$ cat src/rtl/sysclk_ratio_pkg.sv
package sysclk_ratio_pkg;

    parameter int CODE_W     = 3;
    parameter int RATIO_W    = 7;
    parameter int SETTLE_CYC = 4;

    localparam int NCODES = 1 << CODE_W;
    localparam int SC_W   = $clog2(SETTLE_CYC + 1);
    localparam logic [CODE_W-1:0] CODE_RSVD = '1;

    typedef enum logic [1:0] {
        PH_IDLE   = 2'd0,
        PH_ALIGN  = 2'd1,
        PH_SETTLE = 2'd2,
        PH_DONE   = 2'd3
    } seq_phase_e;

    typedef enum logic [1:0] {
        SW_IDLE = 2'b00,
        SW_BUSY = 2'b01,
        SW_DONE = 2'b10
    } sw_status_e;

    typedef struct packed {
        logic [RATIO_W-1:0] ratio;
        logic               allowed;
    } ratio_req_t;

    // Divisor for a code; the external source uses the 1,2,3,6,12.. ladder.
    function automatic logic [RATIO_W-1:0] ratio_of(input logic [CODE_W-1:0] code,
                                                    input logic ext);
        logic [RATIO_W-1:0] r;
        if (code == CODE_RSVD || code == '0)
            r = RATIO_W'(1);
        else if (!ext)
            r = RATIO_W'(1) << code;
        else if (code == CODE_W'(1))
            r = RATIO_W'(2);
        else
            r = RATIO_W'(3) << (code - CODE_W'(2));
        return r;
    endfunction

    // Low-frequency settings that need the auxiliary enable.
    function automatic logic needs_aux(input logic [CODE_W-1:0] code, input logic ext);
        return (code >= CODE_W'(3) && code <= CODE_W'(6)) || (code == CODE_W'(1) && ext);
    endfunction

endpackage

$ cat src/rtl/sysclk_ratio_lut.sv
module sysclk_ratio_lut
    import sysclk_ratio_pkg::*;
(
    input  logic [CODE_W-1:0] code,
    input  logic              src_ext,
    input  logic              aux_en,
    output ratio_req_t        sel
);
    logic [RATIO_W-1:0] tbl_int [NCODES];
    logic [RATIO_W-1:0] tbl_ext [NCODES];
    logic               gate_ext [NCODES];
    logic               gate_int [NCODES];

    for (genvar g = 0; g < NCODES; g++) begin : g_tbl
        assign tbl_int[g]  = ratio_of(CODE_W'(g), 1'b0);
        assign tbl_ext[g]  = ratio_of(CODE_W'(g), 1'b1);
        assign gate_int[g] = needs_aux(CODE_W'(g), 1'b0);
        assign gate_ext[g] = needs_aux(CODE_W'(g), 1'b1);
    end

    always_comb begin
        if (src_ext) begin
            sel.ratio   = tbl_ext[code];
            sel.allowed = aux_en || !gate_ext[code];
        end else begin
            sel.ratio   = tbl_int[code];
            sel.allowed = aux_en || !gate_int[code];
        end
    end
endmodule

$ cat src/rtl/sysclk_ratio_tick.sv
module sysclk_ratio_tick
    import sysclk_ratio_pkg::*;
(
    input  logic               clk,
    input  logic               rst,
    input  logic [RATIO_W-1:0] ratio,
    output logic               tick
);
    logic [RATIO_W-1:0] cnt;

    assign tick = (cnt >= ratio - RATIO_W'(1));

    always_ff @(posedge clk) begin
        if (rst)       cnt <= '0;
        else if (tick) cnt <= '0;
        else           cnt <= cnt + RATIO_W'(1);
    end
endmodule

$ cat src/rtl/sysclk_ratio_fsm.sv
module sysclk_ratio_fsm
    import sysclk_ratio_pkg::*;
(
    input  logic               clk,
    input  logic               rst,
    input  logic               req_set,
    input  logic               req_clear,
    input  logic               flag_clr,
    input  ratio_req_t         sel,
    input  logic               tick,
    output logic [RATIO_W-1:0] ratio_cur,
    output seq_phase_e         phase,
    output logic               flag
);
    logic [RATIO_W-1:0] ratio_pend;
    logic [SC_W-1:0]    settle_cnt;
    logic               finish;

    assign finish = (phase == PH_SETTLE) && !req_clear &&
                    (settle_cnt == SC_W'(SETTLE_CYC - 1));

    always_ff @(posedge clk) begin
        if (rst) begin
            phase      <= PH_IDLE;
            ratio_cur  <= RATIO_W'(1);
            ratio_pend <= RATIO_W'(1);
            settle_cnt <= '0;
        end else begin
            unique case (phase)
                PH_IDLE, PH_DONE: begin
                    if (req_set) begin
                        if (sel.allowed) begin
                            phase      <= PH_ALIGN;
                            ratio_pend <= sel.ratio;
                        end else begin
                            phase <= PH_IDLE;
                        end
                    end
                end
                PH_ALIGN: begin
                    if (req_clear) begin
                        phase <= PH_IDLE;
                    end else if (tick) begin
                        ratio_cur  <= ratio_pend;
                        settle_cnt <= '0;
                        phase      <= PH_SETTLE;
                    end
                end
                PH_SETTLE: begin
                    if (req_clear)   phase <= PH_IDLE;
                    else if (finish) phase <= PH_DONE;
                    else             settle_cnt <= settle_cnt + SC_W'(1);
                end
                default: phase <= PH_IDLE;
            endcase
        end
    end

    always_ff @(posedge clk) begin
        if (rst)           flag <= 1'b0;
        else if (finish)   flag <= 1'b1;
        else if (flag_clr) flag <= 1'b0;
    end
endmodule

$ cat src/rtl/sysclk_ratio_seq.sv
module sysclk_ratio_seq
    import sysclk_ratio_pkg::*;
(
    input  logic              clk,
    input  logic              rst,
    input  logic              req_set,
    input  logic              req_clear,
    input  logic [CODE_W-1:0] req_code,
    input  logic              src_ext,
    input  logic              aux_en,
    input  logic              flag_clr,
    input  logic              irq_en,
    output logic              req_busy,
    output logic [1:0]        status,
    output logic              eos_flag,
    output logic              irq,
    output logic              clk_en
);
    ratio_req_t         sel;
    logic [RATIO_W-1:0] ratio_cur;
    seq_phase_e         phase;
    logic               tick;
    sw_status_e         st;

    sysclk_ratio_lut u_lut (
        .code    (req_code),
        .src_ext (src_ext),
        .aux_en  (aux_en),
        .sel     (sel)
    );

    sysclk_ratio_tick u_tick (
        .clk   (clk),
        .rst   (rst),
        .ratio (ratio_cur),
        .tick  (tick)
    );

    sysclk_ratio_fsm u_fsm (
        .clk       (clk),
        .rst       (rst),
        .req_set   (req_set),
        .req_clear (req_clear),
        .flag_clr  (flag_clr),
        .sel       (sel),
        .tick      (tick),
        .ratio_cur (ratio_cur),
        .phase     (phase),
        .flag      (eos_flag)
    );

    always_comb begin
        unique case (phase)
            PH_ALIGN, PH_SETTLE: st = SW_BUSY;
            PH_DONE:             st = SW_DONE;
            default:             st = SW_IDLE;
        endcase
    end

    assign status   = st;
    assign req_busy = (phase == PH_ALIGN) || (phase == PH_SETTLE);
    assign irq      = eos_flag && irq_en;
    assign clk_en   = tick;
endmodule

$ cat config.mk
export PLATFORM = sky130hd
export DESIGN_NAME = sysclk_ratio_seq
export DESIGN_NICKNAME = d
export VERILOG_FILES = /design/src/rtl/sysclk_ratio_pkg.sv /design/src/rtl/sysclk_ratio_lut.sv /design/src/rtl/sysclk_ratio_tick.sv /design/src/rtl/sysclk_ratio_fsm.sv /design/src/rtl/sysclk_ratio_seq.sv
export SDC_FILE = /design/constraint.sdc
export NUM_CORES = 1
export LEC_CHECK = 0
export ABC_CLOCK_PERIOD_IN_PS = 2500
export BUFFER_PORTS_ARGS = -buffer_cell sky130_fd_sc_hd__buf_2
export CAP_MARGIN = 15
export CORE_MARGIN = 1.5
export CORE_UTILIZATION = 50
export DETAILED_ROUTE_END_ITERATION = 8
export HOLD_SLACK_MARGIN = 0.1
export PLACE_DENSITY = 0.8
export SYNTH_ARGS = -nofsm -noshare
export SYNTH_HDL_FRONTEND = slang
export SYNTH_SLANG_ARGS = --single-unit
$ cat constraint.sdc
create_clock -name clk -period 2.5 [get_ports clk]
set_clock_uncertainty 0.1 [all_clocks]
set_input_delay 0 -clock clk [delete_from_list [all_inputs] [get_ports clk]]
set_output_delay 0 -clock clk [all_outputs]
set_load 0.02 [all_outputs]
; ---- After elaboration in Yosys (flattened, before gate mapping)
; Memory sizes are Yosys's and may differ from the RTL's.
; Index checks and enable logic that the tools add are counted.
[op_classes]
mux = 24
bitwise = 2
magnitude_cmp = 2
n_reduce_logical = 19
n_addsub = 3
n_eq_ne = 11
[ops]
columns = op, count
row1 = $mux W7, 4
row2 = $mux W3, 4
row3 = $mux W2, 5
row4 = $ne A2 B2 Y1 const B, 5
row5 = $reduce_and A3 Y1, 3
row6 = $mux W8, 1
row7 = $add A7 B1 Y7 const B, 1
row8 = $ge A7 B7 Y1, 1
row9 = $mux W1, 7
row10 = $sub A7 B1 Y7 const B, 1
row11 = $pmux W2 S3, 1
row12 = $pmux W3 S2, 1
row13 = $reduce_or A2 Y1, 3
row14 = $reduce_and A5 Y1, 1
row15 = $eq A2 B2 Y1 const B, 2
row16 = $ge A4 B4 Y1 const B, 1
row17 = $not A3 Y4, 1
row18 = $pmux W2 S2, 1
row19 = $reduce_bool A2 Y1, 2
row20 = $add A3 B1 Y3 const B, 1
row21 = $eq A3 B2 Y1 const B, 1
row22 = $logic_and A1 B1 Y1, 3
row23 = $logic_not A1 Y1, 3
row24 = $logic_or A1 B1 Y1, 3
row25 = other kinds (5), 5
[totals]
output_inout_bits = 6
regBits = 27
inputBits = 11
wordCells = 71
n_memories = 4
mem_bits_ro = 128
[memory_table]
columns = name, depth, width, rd, rd_clocked_by_memory_dff, write_ports, line_no
row1 = (name not given), 8, 7, 1, 0, 0, sysclk_ratio_lut.sv:23  ; sel.ratio = tbl_ext[code];
row2 = (name not given), 8, 7, 1, 0, 0, sysclk_ratio_lut.sv:26  ; sel.ratio = tbl_int[code];
row3 = (name not given), 8, 1, 1, 0, 0, sysclk_ratio_lut.sv:24  ; sel.allowed = aux_en || !gate_ext[code];
row4 = (name not given), 8, 1, 1, 0, 0, sysclk_ratio_lut.sv:27  ; sel.allowed = aux_en || !gate_int[code];

; ---- Depth between registers and ports, before layout
[depth]
ltp_word = 10
ltp_mapped = 11
depth_no_buf = 10

; ---- Cells and area by module
; A second synthesis with hierarchy kept.
[hier_totals]
hier_cells = 187
area_unflattened_um2 = 1722.9
[modules_own_cells]
columns = module, n_inst, area_per_inst_um2, seq_area_each_um2, cells_per_inst
row1 = sysclk_ratio_fsm, 1, 910.9, 400.4, 95
row2 = sysclk_ratio_tick, 1, 555.5, 140.1, 58
row3 = sysclk_ratio_lut, 1, 230.2, 0.0, 31
row4 = sysclk_ratio_seq, 1, 26.3, 0.0, 3

; ---- Worst setup path after synthesis
; No wires, ideal clock.
[synth_timing]
path_kind = reg2reg
from = reg u_fsm.ratio_cur[0]
to = reg u_fsm.ratio_cur[0]
period_less_slack_ns = 2.276
stages_incl_launch_ff = 11
required_ns = 2.280
t_arrival_ns = 2.056
n_path_buf = 0
slack_ns = 0.224
setup_time_ns = 0.120
path_cell_list = dfxtp_1 -> inv_1 -> ha_1 -> nand3b_1 -> xor2_1 -> ha_1 -> a21oi_2 -> o22ai_2 -> a41oi_4 -> nor2_2 -> a211o_1
[synth_between]
elab_chain_len = 3
[synth_lines]
columns = item, line_no
row1 = "start, declared", sysclk_ratio_fsm.sv:11  ; output logic [RATIO_W-1:0] ratio_cur,
row2 = "start signal, assigned", sysclk_ratio_fsm.sv:44  ; ratio_cur <= ratio_pend;
row3 = $sub A7 B1 Y7, sysclk_ratio_tick.sv:11  ; assign tick = (cnt >= ratio - RATIO_W'(1));
row4 = $ge A7 B7 Y1, sysclk_ratio_tick.sv:11
row5 = $reduce_and A3 Y1 (no line), -
; No other way between the ends.
; A chain may end at the register's enable or synchronous reset.

; ---- Worst setup path in the final report
[layout_timing]
from = reg u_fsm.ratio_cur[2]
to = reg u_fsm.ratio_cur[0]
; Same word-level chain as after synthesis.

==> impl_metrics.json <==
{
  "run_status": "completed",
  "clock.fmax_ghz": 0.4179,
  "area_growth_pct": 18.16,
  "setup_ws_ns": 0.1072,
  "setup_viol": 0,
  "die_x_um": 61.70,
  "drtAntennaViolNets": 0,
  "grtUsageMet1_pct": 20.13,
  "clk_latency_ns": 0.33,
  "hold_slack_ns": 0.1452,
  "r2r-start": "u_fsm.ratio_cur[2]$_SDFFE_PP0P_",
  "first_pass_iters": 4,
  "multi_input_comb_area_um2": 1120,
  "synthesis.area_um2": 1723,
  "cts_max_level": 1,
  "syn-num-nets": 225,
  "io_pins": 17,
  "slowest_delay_ns": 0.38,
  "grt-ovfl-total": 0,
  "cp_slowest_cell": "dfxtp_2",
  "layout-drive-gt1-share_pct": 19.20,
  "async_reset_ff_share_pct": 0,
  "dpl.cell_count": 251,
  "drv_slew": 0,
  "drc": 0,
  "worstPathMaxFanout": 8,
  "cts.sinks": 27,
  "root_buffer": "clkbuf_4",
  "synth-main-ff-cell": "dfxtp_1",
  "cp.arrival_ns": 2.53,
  "use_met2_pct": 33.38,
  "nets": 255,
  "gp_congestion": 0.7393,
  "cts_tree": "built",
  "layout.area.seq_um2": 544.3,
  "dp_hpwl_um": 2418,
  "yosysWarnings": 0,
  "syn_avg_cell_area_um2": 8.835,
  "via_count": 1412,
  "initial_core_util_pct": 52.04,
  "startpoint": "u_fsm.ratio_cur[2]$_SDFFE_PP0P_",
  "clk_pin_slew_ns": 0.14,
  "drt-total-wl_um": 3541,
  "antenna_found_initial": 0,
  "setup-tns-final_ns": 0,
  "grt_max_degree": 25,
  "ir_drop_mv": 0.2155,
  "io_buffer_count": 16,
  "top_usage_layer": "met2",
  "dieArea_um2": 3807,
  "relSlewSlack_pct": 71.25,
  "die_y_um": 61.70,
  "start_kind": "register",
  "ys_types": 43,
  "r2r-end": "u_fsm.ratio_cur[0]$_SDFFE_PP1P_",
  "syn_inst": 195,
  "crit_path_end_kind": "register",
  "grt_pass1_vias": 1277,
  "utilization_pct": 61.49,
  "power_density_nw_per_um2": 575.4,
  "crit_end": "u_fsm.ratio_cur[0]$_SDFFE_PP1P_",
  "final_cells": 270,
  "hold_path.class": "in -> reg",
  "fill_cells": 306,
  "drt_iter0_drc": 61,
  "ys_seq_elements": 27,
  "crit_required_ns": 2.63,
  "clock_path_buffers": 2,
  "maxCapViolCount": 0,
  "post_drt_wl_per_cell_um": 13.11,
  "critical_path.cell_chain": "nor3_4 > nand3b_1 > xor2_1 > ha_1 > a21oi_2 > o22ai_2 > a41oi_4 > nor2_2 > a211o_1",
  "grt_pass1_wl_um": 5147,
  "min_period_over_period_pct": 95.71,
  "n_antenna_cell": 0,
  "cts_buffers": 3,
  "ys_seq_area_share_pct": 31.37,
  "rows": 21,
  "worstMarginPinSlew_ns": 0.4312,
  "period_needed_ns": 2.393,
  "via_per_inst": 5.230,
  "crit_type": "reg -> reg",
  "core_area_um2": 3311,
  "synth_edf_count": 0,
  "leakage_nw": 0.8927,
  "reg2regPathDepth": 9,
  "grtUsageTotal_pct": 18.01,
  "hold_viol": 0,
  "pre_cts_slack_ns": 0.03352,
  "r2r_setup_slack_ns": 0.11,
  "met3_usage_pct": 2.899
}
-- worst min-delay path by stage --
stage / startpoint / cells past startpoint / endpoint
floorplan: rst / 2 / u_fsm.ratio_pend[0]$_SDFFE_PP1P_
global placement: irq_en / 3 / irq
detailed placement: flag_clr / 4 / u_fsm.flag$_SDFFE_PP0P_
CTS: src_ext / 5 / u_fsm.ratio_pend[1]$_SDFFE_PP0P_
global route: src_ext / 5 / u_fsm.ratio_pend[1]$_SDFFE_PP0P_
finish: src_ext / 5 / u_fsm.ratio_pend[4]$_SDFFE_PP0P_
-- power by group --
group | switching [mW] | leakage, nW | internal [mW]
Combinational | 0.302 | 0.656 | 0.201
Clock | 0.130 | 0.0177 | 0.0602
Sequential | 0.0213 | 0.219 | 0.458
-- synthesized netlist by cell type, types with 3 or more instances --
| cell type | number | area share (%) |
|---|---|---|
| a211oi_1 | 6 | 2.6 |
| nor3_1 | 5 | 1.5 |
| nor2b_1 | 5 | 1.8 |
| nor2_1 | 26 | 5.7 |
| dfxtp_1 | 27 | 31 |
| mux2i_1 | 12 | 7.0 |
| nand4b_1 | 3 | 1.5 |
| nand3b_1 | 3 | 1.3 |
| ha_1 | 19 | 14 |
| clkbuf_1 | 3 | 0.65 |
| xnor2_1 | 5 | 2.5 |
| nand2_1 | 10 | 2.2 |
| a21oi_1 | 10 | 2.9 |
| nand3_1 | 4 | 1.2 |
| xor2_1 | 5 | 2.5 |
| inv_1 | 15 | 3.3 |
| o21ai_0 | 5 | 1.5 |
-- final cells by class --
| class | count | share of cell area [%] |
|---|---|---|
| Clock inverter | 1 | 0.2459 |
| Inverter | 15 | 2.766 |
| Sequential cell | 27 | 26.74 |
| Multi-Input combinational cell | 146 | 55.01 |
| Tap cell | 46 | 2.827 |
| Clock buffer | 3 | 1.106 |
| Timing Repair Buffer | 32 | 11.31 |
-- cells in the final DEF, fill, tap and decap left out, types with 5 or more instances in the layout --
cell type	instances
nor2_1	26
o21ai_0	5
xor2_1	5
dlygate4sd3_1	12
buf_2	16
nor2b_1	5
xnor2_1	5
inv_1	13
a211oi_1	6
ha_1	17
a21oi_1	10
mux2i_1	12
nand2_1	10
dfxtp_1	24
-- per-stage QoR --
step | power, mW | cell area [um2]
4_1_cts | 1.155 | 1976
5_1_grt | 1.248 | 2036
2_1_floorplan | 0.8629 | 1723
3_5_place_dp | 0.9504 | 1828
3_3_place_gp | 0.9459 | 1828
6_report | 1.171 | 2036
-- worst max-delay path, delay by kind of cell, from the launching register on --
family | cells | cell delay [ns]
AO/OA/AOI/OAI | 4 | 0.97
flip-flops | 1 | 0.38
AND/OR/NAND/NOR | 3 | 0.38
adder cells (fa/ha/maj) | 1 | 0.32
XOR/XNOR | 1 | 0.16
-- sequential cells by signal, summed over array words and instances (netlist names) --
signal and count:
u_fsm.ratio_cur 7, u_fsm.settle_cnt 3, u_tick.cnt 7, u_fsm.phase 2, u_fsm.ratio_pend 7, u_fsm.flag 1
-- repair_timing --
action,4_1_cts,5_1_grt
buffers inserted,0,3
resized for setup,0,11
hold buffers,12,0
endpoints found under the setup margin,0,23
hold endpoints to repair,19,0
-- routing by layer --
layer  wire (um)  part of all wire (%)
met4          76                   2.1
met1        1547                    44
met2        1865                    53
met5           0                     0
met3          52                   1.5
-- cells by family (layout without fill, tap and decap cells) --
family                   count (synthesis)  in the layout  share of synthesized area (%)
AO/OA/AOI/OAI                           38             38                          17.28
XOR/XNOR                                10             10                          5.083
adder cells (fa/ha/maj)                 19             19                          13.80
buffers and inverters                   22             51                          5.592
flip-flops                              27             27                          31.37
multiplexers                            12             12                          6.972
AND/OR/NAND/NOR                         67             67                          19.90
Note: power is estimated with default switching activity, not from simulation.
